File: config.mk
export PLATFORM = sky130hd
export DESIGN_NAME = adcctl_regbank
export DESIGN_NICKNAME = d
export VERILOG_FILES = /design/src/rtl/adcctl_pkg.sv /design/src/rtl/adcctl_decode.sv /design/src/rtl/adcctl_ctrlreg.sv /design/src/rtl/adcctl_regbank.sv
export SDC_FILE = /design/constraint.sdc
export NUM_CORES = 1
export LEC_CHECK = 0
export BUFFER_PORTS_ARGS = -buffer_cell sky130_fd_sc_hd__buf_2
export CAP_MARGIN = 20
export CORE_UTILIZATION = 54
export DETAILED_ROUTE_END_ITERATION = 6
export PLACE_DENSITY = 0.81
export SLEW_MARGIN = 25
export SYNTH_ARGS = -nofsm -noshare
export SYNTH_HDL_FRONTEND = slang
export SYNTH_SLANG_ARGS = --single-unit
File: constraint.sdc
create_clock -name clk -period 2.3 [get_ports clk]
set_clock_uncertainty 0.2 [all_clocks]
set_input_delay 0.345 -clock clk [delete_from_list [all_inputs] [get_ports clk]]
set_output_delay 0.345 -clock clk [all_outputs]
set_load 0.1 [all_outputs]
File: src/rtl/adcctl_pkg.sv
package adcctl_pkg;

    localparam int NUM_CTRL          = 6;
    localparam int SLOT_SHIFT        = 4;
    localparam int WINDOW_BYTES      = 'h170;
    localparam int RESULT_FIRST_SLOT = 7;
    localparam int RESULT_SLOTS      = 16;

    typedef enum logic [1:0] {
        OP_ASSIGN = 2'b00,
        OP_CLEAR  = 2'b01,
        OP_SET    = 2'b10,
        OP_TOGGLE = 2'b11
    } wop_e;

    // Slot index of control register idx; slot 3 is left as a hole.
    function automatic int ctrl_slot(int idx);
        return (idx < 3) ? idx : idx + 1;
    endfunction

endpackage

File: src/rtl/adcctl_decode.sv
module adcctl_decode
    import adcctl_pkg::*;
#(
    parameter int ADDR_W = 12
) (
    input  logic [ADDR_W-1:0]   addr,
    output logic [NUM_CTRL-1:0] ctrl_hit,
    output logic                result_hit,
    output logic                undef_hit
);

    localparam int SLOT_W = ADDR_W - SLOT_SHIFT;

    logic [SLOT_W-1:0] slot;
    logic              in_window;

    assign slot      = addr[ADDR_W-1:SLOT_SHIFT];
    assign in_window = (addr < ADDR_W'(WINDOW_BYTES));

    for (genvar gi = 0; gi < NUM_CTRL; gi++) begin : g_hit
        localparam int SLOT_IDX = ctrl_slot(gi);
        assign ctrl_hit[gi] = in_window && (slot == SLOT_W'(SLOT_IDX));
    end

    assign result_hit = in_window
                     && (slot >= SLOT_W'(RESULT_FIRST_SLOT))
                     && (slot <  SLOT_W'(RESULT_FIRST_SLOT + RESULT_SLOTS));

    assign undef_hit  = in_window && !(|ctrl_hit) && !result_hit;

endmodule

File: src/rtl/adcctl_ctrlreg.sv
module adcctl_ctrlreg
    import adcctl_pkg::*;
#(
    parameter int DATA_W = 32
) (
    input  logic              clk,
    input  logic              rst_n,
    input  logic              we,
    input  wop_e              op,
    input  logic [DATA_W-1:0] wdata,
    output logic [DATA_W-1:0] q
);

    logic [DATA_W-1:0] nxt;

    always_comb begin
        unique case (op)
            OP_ASSIGN: nxt = wdata;
            OP_CLEAR:  nxt = q & ~wdata;
            OP_SET:    nxt = q | wdata;
            OP_TOGGLE: nxt = q ^ wdata;
            default:   nxt = q;
        endcase
    end

    always_ff @(posedge clk or negedge rst_n) begin
        if (!rst_n) begin
            q <= '0;
        end else if (we) begin
            q <= nxt;
        end
    end

endmodule

File: src/rtl/adcctl_regbank.sv
module adcctl_regbank
    import adcctl_pkg::*;
#(
    parameter int ADDR_W = 12,
    parameter int DATA_W = 32
) (
    input  logic              clk,
    input  logic              rst_n,
    input  logic [ADDR_W-1:0] bus_addr,
    input  logic              bus_wr,
    input  logic              bus_rd,
    input  logic [DATA_W-1:0] bus_wdata,
    output logic [DATA_W-1:0] bus_rdata,
    output logic              bus_err
);

    logic [NUM_CTRL-1:0]             ctrl_hit;
    logic                            result_hit;
    logic                            undef_hit;
    logic [NUM_CTRL-1:0][DATA_W-1:0] regs_q;
    logic [DATA_W-1:0]               rd_mux;
    wop_e                            wop;

    assign wop = wop_e'(bus_addr[3:2]);

    adcctl_decode #(.ADDR_W(ADDR_W)) u_dec (
        .addr       (bus_addr),
        .ctrl_hit   (ctrl_hit),
        .result_hit (result_hit),
        .undef_hit  (undef_hit)
    );

    for (genvar gi = 0; gi < NUM_CTRL; gi++) begin : g_reg
        adcctl_ctrlreg #(.DATA_W(DATA_W)) u_reg (
            .clk   (clk),
            .rst_n (rst_n),
            .we    (bus_wr && ctrl_hit[gi]),
            .op    (wop),
            .wdata (bus_wdata),
            .q     (regs_q[gi])
        );
    end

    // Result slots, the hole and out-of-window offsets all fall to zero.
    always_comb begin
        rd_mux = '0;
        for (int i = 0; i < NUM_CTRL; i++) begin
            if (ctrl_hit[i]) rd_mux = rd_mux | regs_q[i];
        end
        if (result_hit) rd_mux = '0;
    end

    always_ff @(posedge clk or negedge rst_n) begin
        if (!rst_n) begin
            bus_rdata <= '0;
            bus_err   <= 1'b0;
        end else begin
            bus_rdata <= bus_rd ? rd_mux : '0;
            bus_err   <= (bus_rd || bus_wr) && undef_hit;
        end
    end

endmodule

==> impl_metrics.json <==
{
  "status": "finished, final reports clean",
  "cp.required_ns": 2.58,
  "clk_latency_ns": 0.55,
  "grt.overflow.total": 0,
  "rsz0062_at_grt": "no",
  "synth_top_area_cell": "dfrtp_1",
  "first_pass_iters": 5,
  "io_buffer_count": 78,
  "crit_fanout": 11,
  "synthFlopType": "dfrtp_1",
  "fin_tns_setup_ns": 0,
  "h-tree-depth": 1,
  "setup_viol": 0,
  "fin_crit_sh_pct": 91.5,
  "synthArstFlopShare_pct": 100,
  "post-cts-setup-buffers": 0,
  "crit_family": "buffers and inverters",
  "cts.sink_count": 225,
  "grt_max_degree": 83,
  "clk_pin_slew_worst_paths_ns": 0.06,
  "start_util_pct": 54.8,
  "clk_root_buffer_cell": "clkbuf_16",
  "synth_cells": 2155,
  "layout-drive-gt1-share_pct": 20.3,
  "ys_seq_area_share_pct": 28.1,
  "synthesis.area_mm2": 0.0201,
  "relSlewSlack_pct": 63.5,
  "crit_path_top_delay_cell": "dlygate4sd3_1",
  "path_common_cell": "buf_4",
  "drt_wl_total_um": 53700,
  "crit_chain": "dlygate4sd3_1, buf_2, a31oi_1, buf_4, nand3_1, o211ai_1, buf_4, nor4_1, buf_4",
  "finalHoldViolations": 0,
  "wl_per_cell_um": 20.0,
  "drc_errors": 0,
  "tritoncts": "built",
  "peakVddDrop_v": 0.000536,
  "gp_congestion": 0.836,
  "clock_path_buffers": 3,
  "synth_edf_count": 0,
  "antenna_found_initial": 5,
  "die_h_um": 195,
  "hold_class": "in -> async",
  "worst_path_largest_cell_delay_ns": 0.58,
  "start_kind": "primary input",
  "ys_warn_count": 0,
  "worstMarginPinSlew_ns": 0.546,
  "syn2layout_area_growth_pct": 11.5,
  "hpwl_um": 34900,
  "p_leak_nw": 10.5,
  "end_kind": "flop",
  "fin_util_pct": 61.1,
  "fmax_mhz": 475,
  "timing.hold.ws_ns": 0.0146,
  "post_cts_resized": 0,
  "die_x_um": 195,
  "power.density_mw_per_mm2": 510,
  "synth_area_leaders": "dfrtp_1 (28%), ha_1 (24%), mux2_2 (11%), a211oi_1 (9.6%), a21oi_1 (6.8%)",
  "synth_nets": 2587,
  "worstPathArrival_ns": 2.39,
  "synthDistinctLibCells": 37,
  "grt_pass1_vias": 17500,
  "grt_pass1_wl_um": 88700,
  "layout.nets": 2625,
  "core-area_mm2": 0.0366,
  "ctsHoldBuffers": 2,
  "ioPinCount": 81,
  "dieArea_mm2": 0.0379,
  "post-route-min-period_ns": 2.10,
  "drt_iter0_drc": 1616,
  "drtAntennaViolNets": 0,
  "netlist.area_leader.share_pct": 28.1,
  "post-place-ws_ns": -0.0482,
  "viasPerCell": 6.21,
  "cts_buffers": 27,
  "grt.total_usage_pct": 28.4,
  "setup_ws_ns": 0.196,
  "maxCapViolations": 0,
  "num_vias": 16700,
  "slew_viol_final": 0,
  "criticalPathCategory": "in -> reg",
  "ys_ff_latch": 225,
  "placementRows": 70,
  "syn_avg_cell_area_um2": 9.31,
  "crit_buf_inv": 5
}
-- cells in the final DEF, fill, tap and decap left out, drive strengths merged, types with 3 or more instances in the layout --
cell type    n
a2bb2oi      3
a31oi        7
dfrtp      225
o21ai       66
buf        161
or3          3
clkinv       8
inv        228
mux2       192
mux2i       24
a21oi      299
nand2       71
bufinv       4
nor4        13
nand4        3
o22ai        5
ha         384
nor2b        3
nor2       154
a211oi     257
clkbuf      36
a22oi       22
nand3        9
nor3         6
mux4        16
-- logic make-up (layout without fill, tap and decap cells) --
family | Yosys count | after routing | synth area share [%]
flip-flops | 225 | 225 | 28.1
adder cells (fa/ha/maj) | 384 | 384 | 23.9
buffers and inverters | 381 | 439 | 7.53
multiplexers | 232 | 232 | 13.8
AO/OA/AOI/OAI | 663 | 663 | 20.7
AND/OR/NAND/NOR | 270 | 270 | 5.95
other | 0 | 2 | 0
-- area by class of cell --
cell class	count	area [um2]
Antenna cell	2	5.00
Multi-Input combinational cell	1549	12900
Timing Repair Buffer	163	1470
Fill cell	2901	14200
Clock inverter	13	169
Tap cell	468	586
Clock buffer	36	739
Inverter	227	852
Sequential cell	225	5630
-- per-layer routing --
metal / track usage, % / wire length (um) / up-vias
li1: - / - / 7740
met3: 4.23 / 3500 / 154
met2: 48.2 / 25800 / 581
met1: 36.2 / 22400 / 8176
met4: 11.1 / 1970 / 4
met5: 0 / 27 / -
-- path summary, 6_finish.rpt --
kind	startpoint	end	slack (ns)	cells past startpoint
min in group clk	bus_wr	bus_err	0.11	4
max in group asynchronous	rst_n	g_reg[0].u_reg.q[28]	1.17	3
worst min-delay path	rst_n	g_reg[1].u_reg.q[3]	0.01	2
worst max-delay path	bus_addr[7]	bus_rdata[12]	0.20	9
worst max register to register	g_reg[1].u_reg.q[4]	g_reg[1].u_reg.q[4]	0.58	5
worst min register to register	g_reg[0].u_reg.q[13]	g_reg[0].u_reg.q[13]	0.33	2
-- cell usage after synthesis, types with 10 or more instances --
library cell / instances
ha_1: 384
a21oi_1: 271
a211oi_1: 257
inv_1: 227
dfrtp_1: 225
mux2_2: 192
nor2_1: 154
clkbuf_1: 111
nand2_1: 71
o21ai_0: 66
a21oi_2: 28
buf_2: 26
mux2i_1: 24
a22oi_1: 22
mux4_2: 16
nor4_1: 10
-- stage by stage --
step / cell area, um2 / cells / total power, W
5_1_grt: 22400 / 2682 / 0.0120
3_5_place_dp: 21400 / 2630 / 0.00691
3_3_place_gp: 21400 / 2630 / 0.00666
2_1_floorplan: 20100 / 2155 / 0.00611
6_report: 22400 / 2683 / 0.0114
4_1_cts: 22400 / 2681 / 0.0114
-- sequential cells by signal (all words and copies together) (netlist names) --
signal     cells
g.u_reg.q    192
bus_err        1
bus_rdata     32
-- power breakdown --
part / internal, W / leakage [nW] / total (W) / switching [W]
Combinational: 0.00108 / 7.23 / 0.00250 / 0.00142
Clock: 0.00270 / 0.454 / 0.00451 / 0.00181
Sequential: 0.00418 / 2.79 / 0.00440 / 0.000222
Total: 0.00795 / 10.5 / 0.0114 / 0.00345
(Power assumes the default switching activity.)
